$ cat src/rtl/pscl_pkg.sv
package pscl_pkg;

  typedef int unsigned uint_t;

  // Physical tap index for a given time lag (in input cycles) behind phase 0.
  // In the alternate alignment, odd taps sit half a period away from their
  // standard position.
  function automatic uint_t tap_of_lag(uint_t lag, logic alt, uint_t nph);
    if (alt && (lag % 2 == 1))
      return (lag + nph / 2) % nph;
    return lag % nph;
  endfunction

  // Lag of the neighbour that leads a given lag by one input cycle.
  function automatic uint_t leading_lag(uint_t lag, uint_t nph);
    return (lag + nph - 1) % nph;
  endfunction

  // Output period in input cycles: two selector periods minus the steps taken.
  function automatic uint_t out_period(uint_t nph, uint_t steps);
    return 2 * nph - steps;
  endfunction

endpackage

$ cat src/rtl/pscl_phase_gen.sv
module pscl_phase_gen #(
  parameter int NPH = 8
) (
  input  logic           clk,
  input  logic           rst_n,
  input  logic           alt_seed,
  output logic [NPH-1:0] ph
);
  localparam int JW = NPH / 2;
  // Predecessor of the all-zero Johnson state: the odd-group counter starts
  // one input cycle behind the even-group counter.
  localparam logic [JW-1:0] LAG_SEED = {1'b1, {(JW-1){1'b0}}};

  logic [JW-1:0] even_q;
  logic [JW-1:0] odd_q;

  always_ff @(posedge clk) begin
    if (!rst_n) begin
      even_q <= '0;
      odd_q  <= alt_seed ? ~LAG_SEED : LAG_SEED;
    end else begin
      even_q <= {even_q[JW-2:0], ~even_q[JW-1]};
      odd_q  <= {odd_q[JW-2:0],  ~odd_q[JW-1]};
    end
  end

  for (genvar i = 0; i < NPH; i++) begin : g_tap
    if (i % 2 == 0) begin : g_even
      if (i < JW) begin : g_lo
        assign ph[i] = even_q[i];
      end else begin : g_hi
        assign ph[i] = ~even_q[i-JW];
      end
    end else begin : g_odd
      if (i < JW) begin : g_lo
        assign ph[i] = odd_q[i-1];
      end else begin : g_hi
        assign ph[i] = ~odd_q[i-1-JW];
      end
    end
  end

endmodule

$ cat src/rtl/pscl_pattern_det.sv
module pscl_pattern_det (
  input  logic clk,
  input  logic rst_n,
  input  logic ph_ref,
  input  logic ph_next,
  output logic pat_alt,
  output logic pat_vld
);
  logic ref_d;
  logic ref_rise;

  assign ref_rise = ph_ref & ~ref_d;

  // On the first rise of the reference phase, its neighbour is still low when
  // it trails by one cycle, and already high when it trails by five.
  always_ff @(posedge clk) begin
    if (!rst_n) begin
      ref_d   <= 1'b0;
      pat_alt <= 1'b0;
      pat_vld <= 1'b0;
    end else begin
      ref_d <= ph_ref;
      if (ref_rise && !pat_vld) begin
        pat_alt <= ph_next;
        pat_vld <= 1'b1;
      end
    end
  end

endmodule

$ cat src/rtl/pscl_step_ctrl.sv
module pscl_step_ctrl
  import pscl_pkg::*;
#(
  parameter int NPH = 8,
  parameter int LW  = $clog2(NPH)
) (
  input  logic           clk,
  input  logic           rst_n,
  input  logic [NPH-1:0] ph,
  input  logic           pat_alt,
  input  logic           pat_vld,
  input  logic           arm_evt,
  input  logic           mod_ctl,
  output logic [LW-1:0]  lag_q,
  output logic [LW-1:0]  tap,
  output logic           mux_lvl,
  output logic           step_fire
);
  logic [LW-1:0] lead_lag;
  logic [LW-1:0] lead_tap;
  logic          lead_lvl;
  logic          pend_q;
  logic          level_match;

  assign lead_lag    = LW'(leading_lag(uint_t'(lag_q), uint_t'(NPH)));
  assign tap         = LW'(tap_of_lag(uint_t'(lag_q), pat_alt, uint_t'(NPH)));
  assign lead_tap    = LW'(tap_of_lag(uint_t'(lead_lag), pat_alt, uint_t'(NPH)));
  assign mux_lvl     = ph[tap];
  assign lead_lvl    = ph[lead_tap];
  assign level_match = (mux_lvl == lead_lvl);
  assign step_fire   = pend_q & pat_vld & level_match;

  always_ff @(posedge clk) begin
    if (!rst_n) begin
      lag_q  <= '0;
      pend_q <= 1'b0;
    end else begin
      if (arm_evt)
        pend_q <= mod_ctl;
      else if (step_fire)
        pend_q <= 1'b0;
      if (step_fire)
        lag_q <= lead_lag;
    end
  end

endmodule

$ cat src/rtl/pscl_out_div.sv
module pscl_out_div (
  input  logic clk,
  input  logic rst_n,
  input  logic mux_lvl,
  output logic arm_evt,
  output logic out_q
);
  logic mux_d;
  logic mux_rise;

  assign mux_rise = mux_lvl & ~mux_d;
  assign arm_evt  = mux_rise & ~out_q;

  always_ff @(posedge clk) begin
    if (!rst_n) begin
      mux_d <= 1'b0;
      out_q <= 1'b0;
    end else begin
      mux_d <= mux_lvl;
      out_q <= out_q ^ mux_rise;
    end
  end

endmodule

$ cat src/rtl/phase_switch_prescaler.sv
module phase_switch_prescaler #(
  parameter int NPH = 8
) (
  input  logic                    clk,
  input  logic                    rst_n,
  input  logic                    alt_seed,
  input  logic                    mod_ctl,
  output logic [NPH-1:0]          phases,
  output logic [$clog2(NPH)-1:0]  tap_sel,
  output logic                    pattern_alt,
  output logic                    pre_out
);
  localparam int LW = $clog2(NPH);

  logic [NPH-1:0] ph;
  logic           pat_alt_q;
  logic           pat_vld;
  logic [LW-1:0]  lag_q;
  logic [LW-1:0]  tap;
  logic           mux_lvl;
  logic           step_fire;
  logic           arm_evt;
  logic           out_q;

  pscl_phase_gen #(.NPH(NPH)) u_gen (
    .clk      (clk),
    .rst_n    (rst_n),
    .alt_seed (alt_seed),
    .ph       (ph)
  );

  pscl_pattern_det u_det (
    .clk     (clk),
    .rst_n   (rst_n),
    .ph_ref  (ph[0]),
    .ph_next (ph[1]),
    .pat_alt (pat_alt_q),
    .pat_vld (pat_vld)
  );

  pscl_step_ctrl #(.NPH(NPH), .LW(LW)) u_step (
    .clk       (clk),
    .rst_n     (rst_n),
    .ph        (ph),
    .pat_alt   (pat_alt_q),
    .pat_vld   (pat_vld),
    .arm_evt   (arm_evt),
    .mod_ctl   (mod_ctl),
    .lag_q     (lag_q),
    .tap       (tap),
    .mux_lvl   (mux_lvl),
    .step_fire (step_fire)
  );

  pscl_out_div u_div (
    .clk     (clk),
    .rst_n   (rst_n),
    .mux_lvl (mux_lvl),
    .arm_evt (arm_evt),
    .out_q   (out_q)
  );

  assign phases      = ph;
  assign tap_sel     = tap;
  assign pattern_alt = pat_alt_q;
  assign pre_out     = out_q;

endmodule

$ cat config.mk
export PLATFORM = sky130hd
export DESIGN_NAME = phase_switch_prescaler
export DESIGN_NICKNAME = d
export VERILOG_FILES = /design/src/rtl/pscl_pkg.sv /design/src/rtl/pscl_phase_gen.sv /design/src/rtl/pscl_pattern_det.sv /design/src/rtl/pscl_step_ctrl.sv /design/src/rtl/pscl_out_div.sv /design/src/rtl/phase_switch_prescaler.sv
export SDC_FILE = /design/constraint.sdc
export NUM_CORES = 1
export LEC_CHECK = 0
export ABC_AREA = 1
export BUFFER_PORTS_ARGS = -buffer_cell sky130_fd_sc_hd__buf_2
export CELL_PAD_IN_SITES_DETAIL_PLACEMENT = 1
export CELL_PAD_IN_SITES_GLOBAL_PLACEMENT = 1
export CORE_MARGIN = 2
export CORE_UTILIZATION = 38
export CTS_BUF_LIST = sky130_fd_sc_hd__clkbuf_4
export DETAILED_ROUTE_END_ITERATION = 6
export GPL_ROUTABILITY_DRIVEN = 0
export GPL_TIMING_DRIVEN = 0
export PLACE_DENSITY_LB_ADDON = 0.1
export SLEW_MARGIN = 20
export SYNTH_ARGS = -nofsm -noshare
export SYNTH_HDL_FRONTEND = slang
export SYNTH_SLANG_ARGS = --single-unit
$ cat constraint.sdc
create_clock -name clk -period 2.39 [get_ports clk]
set_input_delay 0.3585 -clock clk [delete_from_list [all_inputs] [get_ports clk]]
set_output_delay 0.3585 -clock clk [all_outputs]
set_load 0.01 [all_outputs]
==> results.ini, run 1 <==
[detailed_routing]
wl_per_cell_um = 10.5
drtPass1Iterations = 3
drc = 0
finalWirelength_um = 1640
vias_per_cell = 4.47
ant_nets = 0
vias = 697
drt_iter0_drc = 5

[synth]
yosysTopAreaCell = dfxtp_1
syn_nets = 118
synth.cell_area_sq_um = 768
ys_top_cells_by_area = dfxtp_1, nand2_1, inv_1
synth-seq-cells = 16
ys_warn_count = 0
yosys.area.top_type_share_pct = 41.7
yosysSeqAreaShare_pct = 41.7
yosysUniqueCellTypes = 16
post_synth.cell_area_avg_sq_um = 6.92
synthCells = 111

[clock_tree]
clockBufferDepth = 2
cts.sinks = 16
cts_buffers = 3
cts.clk_slew.worst_paths_ns = 0.09
cts_setup_buffers = 0
cts_htree_levels = 1
post_cts_resized = 0
postCtsHoldBufs = 0
clk_latency_ns = 0.27
cts-root-buf = clkbuf_4
cts_tree = built

[timing]
fmax_mhz = 492
max_slew_margin_pct = 80.0
worst_slew_pin_slew_ns = 0.300
finalCriticalPeriod_ns = 2.03
rsz0062_at_grt = no
fin_worst_skew_ns = 0.000788
setup_viol_count_final = 0
finalHoldViolCount = 0
min_period_over_period_pct = 85.0
setup_tns_ns = 0
drv_slew = 0

[grt]
grt_overflow_total = 0
grt_usage_pct = 16.0
antenna_found_initial = 0
grt_pass1_wl_um = 2970
grt_max_degree = 11
grt_pass1_vias = 684

[job]
cap_violations = 0

[worst_setup_path]
crit_chain = o21ai_0 -> a21oi_1 -> a21oi_1 -> ha_1 -> inv_1 -> nand3_1 -> nand2_1 -> nand2_1 -> nand3_1 -> nand3_2 -> nand2_1 -> nand2_1 -> nor2_1
cpPeakStageDelay_ns = 0.50
arrival_ns = 2.25
critPathRequiredTime_ns = 2.61
end_kind = flop
crit_top_cell = nand2_1
worstPathMaxFanout = 9
startpoint_type = flop
critPathKind = reg -> reg
cpMaxStageDelayCell = dfxtp_1

[finish]
n_fill_cell = 286
diodes = 0
multi_input_area_sq_um = 313
regArea_sq_um = 320
design_area_sq_um = 900
layout.nets = 138
drive_above_1_share_pct = 21.7
syn_to_final_growth_pct = 17.1

[run_status]
status = completed

[min_path]
min_path_type = in -> reg

[placed_design]
dpl_cell_area_sq_um = 877
placement.io_buffers = 15
hpwl_um = 1340

[pwr]
vdd_ir_drop_max_v = 0.000310
power.density_nw_per_um2 = 603
leakage_nw = 0.511

[die]
fp.dieW_um = 49.0
fp.dieArea_sq_um = 2400
initial_utilization_pct = 39.6
core_region_area_sq_um = 1940
num_rows = 16
io_pins = 17
fp.dieH_um = 49.0

final timing paths:
check	cells past startpoint	slack, ns	from	to
worst max-delay path	13	0.36	u_step.lag_q[0]	u_step.lag_q[1]
worst min-delay path	3	0.33	mod_ctl	u_step.pend_q
worst min register to register	1	0.40	u_gen.even_q[3]	u_gen.even_q[0]
worst max register to register	13	0.36	u_step.lag_q[0]	u_step.lag_q[1]
metrics by stage:
step / std cells / hold WS [ns] / utilization [%] / setup slack, ns / power, mW
2_1_floorplan: 111 / 0.368 / - / 0.620 / 0.379
3_3_place_gp: 153 / 0.372 / 45.2 / 0.394 / 0.408
3_5_place_dp: 153 / 0.388 / 45.2 / 0.352 / 0.414
4_1_cts: 156 / 0.323 / 46.3 / 0.336 / 0.553
5_1_grt: 156 / 0.340 / 46.3 / 0.0423 / 0.581
6_report: 156 / 0.328 / 46.3 / 0.358 / 0.543
sequential cells by signal, indices dropped and copies added, names as in the netlist:
| name | flops |
|---|---|
| u_det.pat_alt | 1 |
| u_det.pat_vld | 1 |
| u_div.mux_d | 1 |
| u_div.out_q | 1 |
| u_gen.even_q | 4 |
| u_gen.odd_q | 4 |
| u_step.lag_q | 3 |
| u_step.pend_q | 1 |
report_power, final:
part           leakage, nW  internal, mW  switching (mW)
clock               0.0138        0.0583          0.0790
combinational        0.365        0.0444          0.0604
sequential           0.132         0.286          0.0143
final cells by class:
| class | instances | share of cell area (%) |
|---|---|---|
| Sequential cell | 16 | 35.6 |
| Tap cell | 27 | 3.76 |
| Timing Repair Buffer | 15 | 8.34 |
| Inverter | 22 | 9.18 |
| Buffer | 7 | 5.84 |
| Multi-Input combinational cell | 66 | 34.8 |
| Clock buffer | 3 | 2.50 |
per-layer routing:
metal	part of all wire [%]	GRT usage, %	vias up
met2	49	28.5	9
met3	3.1	3.68	2
met4	0.79	4.29	0
met1	47	19.1	322
li1	-	-	364
met5	0	0	-
logic make-up (layout without fill, tap and decap cells):
group                      after synthesis  in the layout  synth area share [%]
adders and majority gates                3              3                  4.89
DFF                                     16             16                  41.7
buffers and inverters                   29             47                  17.6
xor gates and xnor gates                 1              1                  1.14
and+or+nand+nor                         52             52                  27.9
AOI/OAI and AO/OA                       10             10                  6.84
cell usage after synthesis, drive strengths merged:
cell type	n
a21oi	5
buf	7
clkinv	1
dfxtp	16
ha	3
inv	21
nand2	33
nand3	7
nand4	1
nor2	11
o21a	1
o21ai	4
xor2	1
critical path, delay by kind of cell, from the launching register on:
kind            cells  cell delay (ns)
simple gates        8             0.71
flops               1             0.50
fa+ha+maj           1             0.36
compound gates      3             0.32
buf+inv             1             0.08
layout by cell type (no fill, tap or decap), drive strengths merged:
cell type,instances
xor2,1
nand4,1
inv,21
ha,3
nor2,11
a21oi,5
clkinv,1
o21a,1
o21ai,4
nand3,7
dfxtp,16
nand2,33
clkbuf,3
buf,22
Note: power is estimated with default switching activity, not from simulation.
==> run 2: changes to the inputs <==
Settings changed: CELL_PAD_IN_SITES_DETAIL_PLACEMENT 1 to not set, CELL_PAD_IN_SITES_GLOBAL_PLACEMENT 1 to not set, CORE_UTILIZATION 38 to 47, PLACE_DENSITY set to 0.71, PLACE_DENSITY_LB_ADDON 0.1 to not set.
==> run 2 against run 1 <==
- power up 1.2%
- maximum frequency up 1.2%
- clock skew up 0.0068 ns
- clock power up 6%
- final cell count down 6.4%
- critical path type unchanged
- largest power group unchanged
==> results.ini, run 2 (synthesized netlist as in run 1, its figures left out) <==
[pwr]
vdd_ir_drop_max_v = 0.000402  ; +30%
power.density_nw_per_um2 = 617  ; +2.3%
leakage_nw = 0.513  ; +0.31%

[placed_design]
hpwl_um = 1130  ; -16%
place_ws_ns = 0.374  ; +0.0222 ns
placement.io_buffers = 15  ; unchanged

[die]
fp.dieW_um = 44.4  ; -9.3%
initial_utilization_pct = 50.4  ; +11 points
fp.dieArea_sq_um = 1970  ; -18%
fp.dieH_um = 44.4  ; -9.3%
io_pins = 17  ; unchanged
core_region_area_sq_um = 1520  ; -22%
num_rows = 14  ; -2

[clock_tree]
cts.sinks = 16  ; unchanged
cts.clk_slew.worst_paths_ns = 0.10  ; about the same
postCtsHoldBufs = 0  ; unchanged
cts-root-buf = clkbuf_4
clockBufferDepth = 2  ; unchanged
cts_buffers = 3  ; unchanged
cts_setup_buffers = 0  ; unchanged
cts_tree = built
cts_htree_levels = 1  ; unchanged
post_cts_resized = 0  ; unchanged
clk_latency_ns = 0.28  ; about the same

[detailed_routing]
drtPass1Iterations = 4  ; +1
vias_per_cell = 4.73  ; +5.8%
vias = 690  ; -1.0%
finalWirelength_um = 1410  ; -14%
wl_per_cell_um = 9.63  ; -8.6%
ant_nets = 0  ; unchanged
drc = 0  ; unchanged
drt_iter0_drc = 3  ; -2

[worst_setup_path]
critPathKind = reg -> reg
startpoint_type = flop
arrival_ns = 2.23  ; -0.02 ns
end_kind = flop
worstPathMaxFanout = 9  ; unchanged
critPathRequiredTime_ns = 2.61  ; about the same

[job]
cap_violations = 0  ; unchanged

[timing]
finalCriticalPeriod_ns = 2.01  ; -0.0240 ns
fmax_mhz = 498  ; +1.2%
setup_ws_ns = 0.382  ; +0.0240 ns
setup_viol_count_final = 0  ; unchanged
max_slew_margin_pct = 80.3  ; +0.33 points
fin_worst_skew_ns = 0.00755  ; +0.00676 ns
rsz0062_at_grt = no
finalHoldViolCount = 0  ; unchanged
min_period_over_period_pct = 84.0  ; -1.0 points
worst_slew_pin_slew_ns = 0.295  ; -0.00499 ns
setup_tns_ns = 0  ; unchanged
drv_slew = 0  ; unchanged

[grt]
antenna_found_initial = 0  ; unchanged
grt_pass1_wl_um = 2570  ; -14%
grt_overflow_total = 0  ; unchanged
grt_usage_pct = 17.8  ; +1.8 points
grt_pass1_vias = 657  ; -3.9%
grt_max_degree = 11  ; unchanged

[finish]
top_regs = u_gen.even_q: 4 flops, u_gen.odd_q: 4 flops, u_step.lag_q: 3 flops
diodes = 0  ; unchanged
syn_to_final_growth_pct = 15.8
final_common_cell = nand2_1
layout_common_cells = nand2_1, inv_1, dfxtp_1
layout.nets = 138  ; unchanged
drive_above_1_share_pct = 21.5  ; -0.17 points
finish.utilization_pct = 58.4  ; +12 points

[min_path]
min_path_type = in -> reg

[run_status]
status = completed

[run 2: layout make-up]
class / count / area, sq um
Tap cell: 16 / 20.0
Timing Repair Buffer: 15 / 75.1
Buffer: 7 / 52.6
Sequential cell: 16 / 320
Clock buffer: 3 / 22.5
Multi-Input combinational cell: 66 / 313
Inverter: 22 / 82.6
Clock inverter: 1 / 3.75
Fill cell: 154 / 634
[run 2: power by group]
group          switching, mW  total (mW)  internal (mW)
Sequential            0.0141       0.300          0.286
Clock                 0.0847       0.145         0.0606
Combinational         0.0586       0.103         0.0446
[run 2: per-stage QoR]
step                      total power [mW]  instances  hold slack (ns)  area [sq um]
after floorplan                      0.379        111            0.368           768
after global placement               0.405        142            0.374           863
after detailed placement             0.411        142            0.381           863
after CTS                            0.554        146            0.314           890
after global routing                 0.585        146            0.329           890
final                                0.549        146            0.321           890
[run 2: worst paths after layout]
kind | start | endpoint | slack (ns) | cells after the start
setup / recovery | u_step.lag_q[0] | u_step.lag_q[2] | 0.38 | 13
hold reg to reg | u_gen.even_q[3] | u_gen.even_q[0] | 0.39 | 1
hold / removal | mod_ctl | u_step.pend_q | 0.32 | 3
setup reg to reg | u_step.lag_q[0] | u_step.lag_q[2] | 0.38 | 13
[run 2: critical path: stages (launching register included)]
cell and delay, ns:
dfxtp_1 0.50, o21ai_0 0.14, a21oi_1 0.13, a21oi_1 0.06, ha_1 0.35, inv_1 0.07
nand3_1 0.08, nand2_1 0.08, nand2_1 0.07, nand3_1 0.11, nand3_2 0.15, nand2_1 0.09
inv_1 0.04, nor2_1 0.08
[run 2: routing by layer]
layer	up-vias	GRT usage, %	part of all wire (%)
li1	368	-	-
met1	307	20.3	46
met2	13	32.9	50
met3	2	2.45	3.3
met4	0	7.27	0.64
met5	-	0	0
